[config.mk]
export PLATFORM = sky130hd
export DESIGN_NAME = aux_addr_unit
export DESIGN_NICKNAME = d
export VERILOG_FILES = /design/src/rtl/aru_pkg.sv /design/src/rtl/aru_bank.sv /design/src/rtl/aru_circ.sv /design/src/rtl/aru_revc.sv /design/src/rtl/aux_addr_unit.sv
export SDC_FILE = /design/constraint.sdc
export NUM_CORES = 1
export LEC_CHECK = 0
export BUFFER_PORTS_ARGS = -buffer_cell sky130_fd_sc_hd__buf_2
export CORE_MARGIN = 5
export CORE_UTILIZATION = 63
export CTS_BUF_LIST = sky130_fd_sc_hd__clkbuf_16
export DETAILED_ROUTE_END_ITERATION = 6
export MAX_ROUTING_LAYER = met4
export PLACE_DENSITY = 0.83
export SETUP_SLACK_MARGIN = 0.2
export SLEW_MARGIN = 30
export SYNTH_ARGS = -nofsm -noshare
export SYNTH_HDL_FRONTEND = slang
export SYNTH_SLANG_ARGS = --single-unit
[constraint.sdc]
create_clock -name clk -period 9.8 [get_ports clk]
set_input_delay 0.49 -clock clk [delete_from_list [all_inputs] [get_ports clk]]
set_output_delay 0.49 -clock clk [all_outputs]
set_load 0.03 [all_outputs]
[src/rtl/aru_pkg.sv]
package aru_pkg;

    localparam int unsigned AW   = 16;
    localparam int unsigned NREG = 8;
    localparam int unsigned SELW = $clog2(NREG);
    localparam int unsigned MODW = 4;

    typedef logic [AW-1:0]        word_t;
    typedef logic signed [AW:0]   delta_t;

    typedef enum logic [1:0] {K_HOLD, K_LIN, K_CIRC, K_REV} kind_e;
    typedef enum logic [1:0] {S_ZERO, S_ONE, S_IDX, S_STEP} src_e;

    typedef struct packed {
        kind_e kind;
        src_e  src;
        logic  neg;
    } op_t;

    // Modification code to operation.
    function automatic op_t decode_mod(input logic [MODW-1:0] m);
        op_t o;
        o = '{K_HOLD, S_ZERO, 1'b0};
        case (m)
            4'd1:  o = '{K_LIN,  S_ONE,  1'b1};
            4'd2:  o = '{K_LIN,  S_ONE,  1'b0};
            4'd3:  o = '{K_LIN,  S_STEP, 1'b0};
            4'd4:  o = '{K_REV,  S_IDX,  1'b1};
            4'd5:  o = '{K_LIN,  S_IDX,  1'b1};
            4'd6:  o = '{K_LIN,  S_IDX,  1'b0};
            4'd7:  o = '{K_REV,  S_IDX,  1'b0};
            4'd8:  o = '{K_CIRC, S_ONE,  1'b1};
            4'd9:  o = '{K_CIRC, S_ONE,  1'b0};
            4'd10: o = '{K_CIRC, S_IDX,  1'b1};
            4'd11: o = '{K_CIRC, S_IDX,  1'b0};
            4'd12: o = '{K_LIN,  S_STEP, 1'b1};
            4'd14: o = '{K_CIRC, S_STEP, 1'b0};
            default: o = '{K_HOLD, S_ZERO, 1'b0};
        endcase
        return o;
    endfunction

    function automatic word_t rev_bits(input word_t v);
        word_t r;
        for (int k = 0; k < int'(AW); k++) r[k] = v[AW-1-k];
        return r;
    endfunction

    // All ones at and below the top set bit of len: 2^N - 1.
    function automatic word_t len_mask(input word_t len);
        word_t m;
        m = len;
        for (int s = 1; s < int'(AW); s = s * 2) m = m | (m >> s);
        return m;
    endfunction

endpackage

[src/rtl/aru_bank.sv]
module aru_bank
    import aru_pkg::*;
#(
    parameter int unsigned N  = NREG,
    parameter int unsigned W  = AW,
    localparam int unsigned SW = $clog2(N)
) (
    input  logic          clk,
    input  logic          rst,
    input  logic          upd_en,
    input  logic [SW-1:0] upd_sel,
    input  logic [W-1:0]  upd_val,
    input  logic          wr_en,
    input  logic [SW-1:0] wr_sel,
    input  logic [W-1:0]  wr_data,
    input  logic [SW-1:0] rd_sel,
    output logic [W-1:0]  rd_val,
    output logic [W-1:0]  idx0
);

    logic [N-1:0][W-1:0] regs_q;
    logic [N-1:0]        wr_hit;
    logic [N-1:0]        up_hit;

    for (genvar g = 0; g < int'(N); g++) begin : g_hit
        assign wr_hit[g] = wr_en  && (wr_sel  == SW'(g));
        assign up_hit[g] = upd_en && (upd_sel == SW'(g));
    end

    always_ff @(posedge clk) begin
        if (rst) begin
            regs_q <= '0;
        end else begin
            for (int k = 0; k < int'(N); k++) begin
                if (wr_hit[k])      regs_q[k] <= wr_data;
                else if (up_hit[k]) regs_q[k] <= upd_val;
            end
        end
    end

    assign rd_val = regs_q[rd_sel];
    assign idx0   = regs_q[0];

    p_rst_clear_r1: assert property (@(posedge clk) disable iff (rst)
        $fell(rst) |-> (regs_q == '0));

    p_idle_stable_r9: assert property (@(posedge clk) disable iff (rst)
        (!upd_en && !wr_en) |=> $stable(regs_q));

    p_wr_load_r8: assert property (@(posedge clk) disable iff (rst)
        wr_en |=> (regs_q[$past(wr_sel)] == $past(wr_data)));

    p_postmod_r2: assert property (@(posedge clk) disable iff (rst)
        (upd_en && !(wr_en && wr_sel == upd_sel)) |=>
        (regs_q[$past(upd_sel)] == $past(upd_val)));

endmodule

[src/rtl/aru_circ.sv]
module aru_circ
    import aru_pkg::*;
(
    input  word_t  cur,
    input  delta_t delta,
    input  word_t  len,
    output word_t  res
);

    word_t                 mask;
    logic signed [AW+1:0]  sum;
    logic signed [AW+1:0]  len_s;
    logic signed [AW+1:0]  wrapped;

    always_comb begin
        mask  = len_mask(len);
        len_s = $signed({2'b00, len});
        sum   = $signed({2'b00, cur & mask}) + $signed({delta[AW], delta});
        if (sum < 0)           wrapped = sum + len_s;
        else if (sum >= len_s) wrapped = sum - len_s;
        else                   wrapped = sum;
        res = (cur & ~mask) | (wrapped[AW-1:0] & mask);
    end

endmodule

[src/rtl/aru_revc.sv]
module aru_revc
    import aru_pkg::*;
(
    input  word_t a,
    input  word_t b,
    input  logic  neg,
    output word_t res
);

    word_t ra, rb, rs;

    always_comb begin
        ra  = rev_bits(a);
        rb  = rev_bits(b);
        rs  = neg ? (ra - rb) : (ra + rb);
        res = rev_bits(rs);
    end

endmodule

[src/rtl/aux_addr_unit.sv]
module aux_addr_unit
    import aru_pkg::*;
(
    input  logic            clk,
    input  logic            rst,
    input  logic            acc_valid,
    input  logic [SELW-1:0] acc_sel,
    input  logic [MODW-1:0] acc_mod,
    input  logic [AW-1:0]   acc_step,
    input  logic [AW-1:0]   buf_len,
    input  logic            wr_en,
    input  logic [SELW-1:0] wr_sel,
    input  logic [AW-1:0]   wr_data,
    output logic [AW-1:0]   eff_addr,
    output logic [AW-1:0]   upd_addr
);

    op_t    op;
    word_t  cur, ar0, mag, lin_val, circ_val, rev_val;
    delta_t delta;

    aru_bank #(.N(NREG), .W(AW)) u_bank (
        .clk     (clk),
        .rst     (rst),
        .upd_en  (acc_valid),
        .upd_sel (acc_sel),
        .upd_val (upd_addr),
        .wr_en   (wr_en),
        .wr_sel  (wr_sel),
        .wr_data (wr_data),
        .rd_sel  (acc_sel),
        .rd_val  (cur),
        .idx0    (ar0)
    );

    always_comb begin
        op = decode_mod(acc_mod);
        case (op.src)
            S_ONE:   mag = word_t'(1);
            S_IDX:   mag = ar0;
            S_STEP:  mag = acc_step;
            default: mag = '0;
        endcase
        delta   = op.neg ? -$signed({1'b0, mag}) : $signed({1'b0, mag});
        lin_val = cur + delta[AW-1:0];
    end

    aru_circ u_circ (
        .cur   (cur),
        .delta (delta),
        .len   (buf_len),
        .res   (circ_val)
    );

    aru_revc u_revc (
        .a   (cur),
        .b   (ar0),
        .neg (op.neg),
        .res (rev_val)
    );

    always_comb begin
        case (op.kind)
            K_LIN:   upd_addr = lin_val;
            K_CIRC:  upd_addr = (buf_len == '0) ? lin_val : circ_val;
            K_REV:   upd_addr = rev_val;
            default: upd_addr = cur;
        endcase
    end

    assign eff_addr = cur;

    // Circular checks use their own mask, built apart from the datapath.
    word_t chk_mask;
    always_comb chk_mask = len_mask(buf_len);

    p_circ_base_r5: assert property (@(posedge clk) disable iff (rst)
        (acc_valid && op.kind == K_CIRC && buf_len != '0) |->
        ((upd_addr & ~chk_mask) == (eff_addr & ~chk_mask)));

    p_circ_range_r4: assert property (@(posedge clk) disable iff (rst)
        (acc_valid && op.kind == K_CIRC && buf_len != '0 &&
         (eff_addr & chk_mask) < buf_len && mag <= buf_len) |->
        ((upd_addr & chk_mask) < buf_len));

endmodule

## After elaboration in Yosys (flattened, before gate mapping)

Memory sizes are Yosys's and may differ from the RTL's.
Index checks and enable logic that the tools add are counted.

- Logic and storage cells: 100
- Output and inout port bits: 32
- Flip-flop bits (word level): 128
- Memories kept: 1
- Bits of input ports: 62
- Memory bits (read-only): 80

- Reductions and logical operators: 27
- Mux-type cells: 25
- Bitwise logic cells: 9
- Equal/unequal tests: 20
- $lt $le $gt $ge: 3
- Add/sub/neg operators: 7

Memory list:

| memory | words | width | rd ports | clocked after memory_dff | wr ports | line | source |
|---|---|---|---|---|---|---|---|
| (name not given) | 16 | 5 | 1 | 0 | 0 | aru_pkg.sv:24 | `case (m)` |

Operators by type and width:

| cell | number |
|---|---|
| two-way mux 16 bit | 21 |
| case mux 16 bit (3 select lines) | 2 |
| adder 16 bit | 3 |
| bitwise AND 16 bit | 3 |
| binary-select mux 16 bit (select 3 bit) | 1 |
| subtractor 16 bit | 2 |
| equality test 3 bit (second input constant) | 8 |
| adder 17 x 17 -> 18 bit | 1 |
| >= comparator 18 x 17 -> 1 bit | 1 |
| < comparator 18 x 1 -> 1 bit (second input constant) | 1 |
| two-way mux 17 bit | 1 |
| negator 16 -> 17 bit | 1 |
| logical AND 1 bit | 16 |
| zero test 16 bit | 1 |
| NOT 16 bit | 1 |
| OR 16 x 12 -> 16 bit | 1 |
| OR 16 x 14 -> 16 bit | 1 |
| OR 16 x 15 -> 16 bit | 1 |
| OR 16 bit | 1 |
| OR 16 x 8 -> 16 bit | 1 |
| nonzero test 2 bit | 8 |
| equality test 3 x 2 -> 1 bit (second input constant) | 4 |
| equality test 2 bit (second input constant) | 4 |
| equality test 3 x 1 -> 1 bit (second input constant) | 2 |
| other kinds (3) | 5 |

## Logic depth before layout (Yosys ltp)

- Depth in word-level cells: 15
- Gate-level depth with buffers: 39
- Mapped depth without buffers: 37

## Hierarchy

A second synthesis with hierarchy kept.

- Cells, all modules: 1709
- Area total of the unflattened synthesis: 13218.9 um^2

Modules (own cells, without submodules):

| module | instances | cells each | area an instance (um^2) | seq. area each (um^2) |
|---|---|---|---|---|
| aru_bank | 1 | 842 | 6996.7 | 2562.5 |
| aru_circ | 1 | 432 | 2994.1 | 0.0 |
| aux_addr_unit | 1 | 297 | 2214.6 | 0.0 |
| aru_revc | 1 | 138 | 1013.5 | 0.0 |

## Worst setup path before layout

OpenSTA, ideal clock, no wires.

- Path type: input port to output port
- Start: input port buf_len[15]
- End: output port upd_addr[7]
- Stages: 35
- Data arrival time: 7.630 ns
- Slack: 1.680 ns
- Path buffers: 2
- Required time: 9.310 ns
- Cell sequence: nor3_1 -> and2_1 -> nand3_1 -> nor2_1 -> nand3_1 -> nor3_1 -> nand2b_1 -> clkbuf_1 -> and2_1 -> ha_1 -> fa_1 -> a21o_1 -> a21oi_1 -> inv_1 -> a21oi_1 -> nor2_1 -> o211ai_2 -> o21ai_0 -> a21o_1 -> a21oi_1 -> xnor2_1 -> ha_1 -> clkbuf_1 -> o21a_1 -> nor2_1 -> a21o_1 -> o21ai_1 -> o41a_1 -> a211o_1 -> o31ai_2 -> a211oi_4 -> a221o_1 -> o21ai_1 -> a21oi_1 -> o21ai_0

- Longest elaborated chain between the ends: 13
- Elaborated cells between the ends (all ways): 19
- Classes of those cells: add/sub (3); order compare (2); mux (4); bitwise (9); reduce/logical (1)

RTL lines:

| item | line | source |
|---|---|---|
| from (decl) | aux_addr_unit.sv:10 | `input logic [AW-1:0] buf_len,` |
| OR 16 x 15 -> 16 bit | aru_pkg.sv:53 | `for (int s = 1; s < int'(AW); s = s * 2) m = m \| (m >> s);` |
| OR 16 x 14 -> 16 bit | aru_pkg.sv:53 |  |
| OR 16 x 12 -> 16 bit | aru_pkg.sv:53 |  |
| OR 16 x 8 -> 16 bit | aru_pkg.sv:53 |  |
| bitwise AND 16 bit | aru_circ.sv:18 | `sum = $signed({2'b00, cur & mask}) + $signed({delta[AW], delta});` |
| adder 17 x 17 -> 18 bit | aru_circ.sv:18 |  |
| subtractor 16 bit / >= comparator 18 x 17 -> 1 bit (equally long branches) | aru_circ.sv:20 | `else if (sum >= len_s) wrapped = sum - len_s;` |
| two-way mux 16 bit | aru_circ.sv:20 |  |
| two-way mux 16 bit | aru_circ.sv:19 | `if (sum < 0) wrapped = sum + len_s;` |
| bitwise AND 16 bit | aru_circ.sv:22 | `res = (cur & ~mask) \| (wrapped[AW-1:0] & mask);` |
| OR 16 bit | aru_circ.sv:22 |  |
| two-way mux 16 bit * | aux_addr_unit.sv:65 | `K_CIRC: upd_addr = (buf_len == '0) ? lin_val : circ_val;` |
| case mux 16 bit (3 select lines) * | aux_addr_unit.sv:63 | `case (op.kind)` |
| to (decl) | aux_addr_unit.sv:15 | `output logic [AW-1:0] upd_addr` |

Every way passes the cells marked *; elsewhere a longest branch is shown, timed or not.

## Worst setup path after layout

- Start: input port acc_mod[0]
- End: output port upd_addr[10]

- Longest elaborated chain between the ends: 13
- Elaborated cells between the ends (all ways): 23
- Classes of those cells: add/sub (5); order compare (2); eq/ne (6); mux (7); bitwise (2); memory (1)

RTL lines:

| item | line | source |
|---|---|---|
| from (decl) | aux_addr_unit.sv:8 | `input logic [MODW-1:0] acc_mod,` |
| memory read (16 x 5 bit) * | -- |  |
| equality test 2 bit / equality test 2 x 1 -> 1 bit (equally long branches) | aux_addr_unit.sv:38 | `case (op.src)` |
| case mux 16 bit (3 select lines) | aux_addr_unit.sv:38 |  |
| negator 16 -> 17 bit | aux_addr_unit.sv:44 | `delta = op.neg ? -$signed({1'b0, mag}) : $signed({1'b0, mag});` |
| two-way mux 17 bit | aux_addr_unit.sv:44 |  |
| adder 17 x 17 -> 18 bit | aru_circ.sv:18 |  |
| subtractor 16 bit / >= comparator 18 x 17 -> 1 bit (equally long branches) | aru_circ.sv:20 |  |
| two-way mux 16 bit | aru_circ.sv:20 |  |
| two-way mux 16 bit | aru_circ.sv:19 |  |
| bitwise AND 16 bit | aru_circ.sv:22 |  |
| OR 16 bit | aru_circ.sv:22 |  |
| two-way mux 16 bit | aux_addr_unit.sv:65 |  |
| case mux 16 bit (3 select lines) * | aux_addr_unit.sv:63 |  |

Marks and branches as above.

==> flow_summary.json <==
{
  "cp-start-kind": "input pin",
  "period_share_pct": 93.6,
  "antenna_found_initial": 1,
  "required_ns": 9.31,
  "async_reset_ff_share_pct": 0,
  "dr_wl_met3_um": 5520,
  "clkLatencyLatePin_ns": 0.42,
  "ios": 94,
  "htreeDepth": 4,
  "vias": 14700,
  "worst_pin_slew_ns": 1.04,
  "grt-ovfl-total": 0,
  "syn_nets": 1862,
  "cp.depth": 35,
  "first_global_vias": 13900,
  "place_ws_ns": 0.503,
  "rsz0062_at_grt": "false",
  "r2r_setup_slack_ns": 2.06,
  "crit_path_start": "acc_mod[0]",
  "critical_path.max_stage_delay_ns": 0.55,
  "yosys_warnings": 0,
  "ant_nets": 0,
  "timing.critical_path.to": "upd_addr[10]",
  "pwr-share-comb_pct": 52.9,
  "ys.flop_type": "dfxtp_1",
  "hpwl_um": 37300,
  "drt_iter0_markers": 2207,
  "ys_ff_latch": 128,
  "die-area_um2": 23700,
  "mostFrequentLayoutCells": "205 x nor2_1, 140 x a21oi_1, 131 x nand2_1",
  "swShare_pct": 44.9,
  "firstDrtPassIters": 6,
  "row_count": 52,
  "highest_layer": "met4",
  "reg2regPathDepth": 30,
  "arrival_ns": 8.68,
  "drv_slew": 0,
  "area_growth_pct": 9.97,
  "r2r-end": "u_bank.regs_q[106]$_SDFFE_PP0P_",
  "grt_max_degree": 79,
  "io_buffers": 93,
  "cts_root_buf": "clkbuf_16",
  "cts_buffers": 17,
  "layout_commonest_cell": "nor2_1",
  "avgSynthCellArea_um2": 7.62,
  "leakage_nw": 5.99,
  "setup_violations": 0,
  "chipHeight_um": 154,
  "worstSetupPathType": "input pin to output pin",
  "route.met2.wl_um": 22800,
  "cts_tree": "yes",
  "yosysSeqAreaShare_pct": 19.6,
  "fin_tns_setup_ns": 0,
  "totalWireLength_um": 49100,
  "maxCapViolCount": 0,
  "fin_crit_ns": 9.17,
  "crit_slowest_cell": "o21ai_2",
  "wl_met1_um": 17600,
  "start_util_pct": 64.3,
  "yosysUniqueCellTypes": 99,
  "endpoint_kind": "output pin",
  "rr_startpoint": "u_bank.idx0[3]$_SDFFE_PP0P_",
  "cts.clk_slew.worst_paths_ns": 0.06,
  "fillerInstances": 1679,
  "viasPerCell": 7.22,
  "intPower_mw": 1.41,
  "synth_area_um2": 13100,
  "slew_headroom_pct": 30.0,
  "crit_family": "compound AO/OA/AOI/OAI gates",
  "nets": 1905,
  "cp_common_cell": "ha_1",
  "finalClockSkew_ns": 0.00726,
  "synth_edf_count": 0,
  "critPathMaxFanout": 22,
  "gp_congestion": 1.04,
  "path_buf_inv": 4,
  "switchingPower_mw": 1.15,
  "die_w_um": 154,
  "clkSinkCount": 128,
  "finalHoldViolCount": 0,
  "wl_per_cell_um": 24.1,
  "grt_pass1_wl_um": 76000,
  "final.setup.worst_slack_ns": 0.626,
  "clockBufferDepth": 2,
  "pwr-share-clk_pct": 24.7,
  "syn-instance-count": 1713,
  "drive_above_1_share_pct": 15.2,
  "max_freq_mhz": 109,
  "outcome": "finished, final reports clean",
  "core_area_um2": 20300,
  "power_density_nw_per_um2": 178,
  "p_seq_share_pct": 22.5,
  "ir_drop_uv": 144,
  "min_path_type": "input pin to flip-flop",
  "grtUsageTotal_pct": 40.5,
  "drc": 0
}
-- registers in the layout, indices dropped and copies added, names as in the netlist --
register,cells
u_bank.idx0,16
u_bank.regs_q,112
-- power by group through the flow --
stage                     Sequential (mW)  Clock (mW)  Combinational [mW]
after detailed placement            0.582           0                1.28
after floorplan                     0.571           0               0.941
after global routing                0.575       0.650                1.44
final                               0.573       0.629                1.35
after global placement              0.580           0                1.27
after CTS                           0.571       0.625                1.29
-- how the worst min path moves through the flow --
| stage | start | end | slack, ns | cells after the start |
|---|---|---|---|---|
| final | wr_data[12] | u_bank.regs_q[76]$_SDFFE_PP0P_ | 0.45 | 3 |
| after global routing | wr_data[12] | u_bank.regs_q[76]$_SDFFE_PP0P_ | 0.45 | 3 |
| after CTS | wr_data[12] | u_bank.regs_q[76]$_SDFFE_PP0P_ | 0.44 | 3 |
| after detailed placement | u_bank.regs_q[97]$_SDFFE_PP0P_ | u_bank.regs_q[97]$_SDFFE_PP0P_ | 0.47 | 2 |
| after global placement | u_bank.regs_q[21]$_SDFFE_PP0P_ | u_bank.regs_q[21]$_SDFFE_PP0P_ | 0.46 | 2 |
| after floorplan | u_bank.regs_q[101]$_SDFFE_PP0P_ | u_bank.regs_q[101]$_SDFFE_PP0P_ | 0.45 | 2 |
-- timing repair --
action	in CTS	in global routing
hold endpoints to repair	0	0
setup buffers	0	3
resized for setup	0	6
endpoints found under the setup margin	0	15
hold buffers	0	0
-- tightest hold or removal path, delay by kind of cell --
kind,cells,cell delay [ns]
compound gates,1,0.05
buf+inv,1,0.16
simple gates,1,0.11
-- synth_stat cells (all sizes together), types with 4 or more instances --
master   number  area, um2
a211oi       48        390
a21boi        5       37.5
a21o         18        135
a21oi       142        726
a221o        32        320
a221oi        5       67.6
a22o          7       63.8
a22oi        17        128
a311oi        9       96.4
a31oi        14       87.6
a32oi         8       70.1
a41o          4       51.3
and2          8       50.1
and3         29        181
buf          36        178
clkbuf       74        283
dfxtp       128       2560
fa            5        100
ha           82       1030
inv          76        285
mux2          7       90.1
mux2i        22        220
mux4         32        721
nand2       134        510
nand2b       27        169
nand3        87        435
nand4        18        113
nor2        210        793
nor2b        21        131
nor3         61        310
nor4         18        143
o2111ai       5       43.8
o211ai        8       65.1
o21a         12       90.1
o21ai        86        457
o21bai       13       97.6
o221ai       31        297
o22ai        37        282
o31ai        10        113
or2           6       37.5
or3           5       31.3
xnor2        44        385
xor2         35        337
-- through the flow --
stage	hold slack (ns)	cells	utilization [%]	area [um2]	power, mW
after CTS	0.437	2035	70.4	14300	2.49
after global routing	0.454	2039	70.7	14400	2.66
after detailed placement	0.470	2004	67.5	13700	1.86
after floorplan	0.448	1713	-	13100	1.51
final	0.445	2039	70.7	14400	2.55
after global placement	0.463	2004	67.5	13700	1.85
-- layout make-up --
| cell class | instances | area (um2) | share of cell area (%) |
|---|---|---|---|
| clock buffers | 17 | 425 | 2.96 |
| multi-input cells | 1398 | 9820 | 68.4 |
| repair buffers | 134 | 773 | 5.39 |
| diodes | 1 | 2.50 | 0.0174 |
| flip-flops and latches | 128 | 2560 | 17.8 |
| clock inverters | 14 | 150 | 1.05 |
| well taps | 270 | 338 | 2.35 |
| inverters | 77 | 289 | 2.01 |
-- cell families (layout without fill, tap and decap cells) --
family	Yosys count	after routing	synth area share (%)
adders and majority gates	87	87	8.63
AOI/OAI and AO/OA	539	539	29.8
buffers and inverters	187	242	5.74
muxes	61	61	7.90
DFF	128	128	19.6
other	0	1	0
and+or+nand+nor	632	632	22.7
xor gates and xnor gates	79	79	5.53
-- routing by layer --
layer / track usage (%) / up-vias
met5: - / -
met4: 23.0 / 0
met3: 7.17 / 268
met2: 65.5 / 1191
met1: 47.4 / 6784
li1: - / 6476
Power figures use the tool's default switching activity.
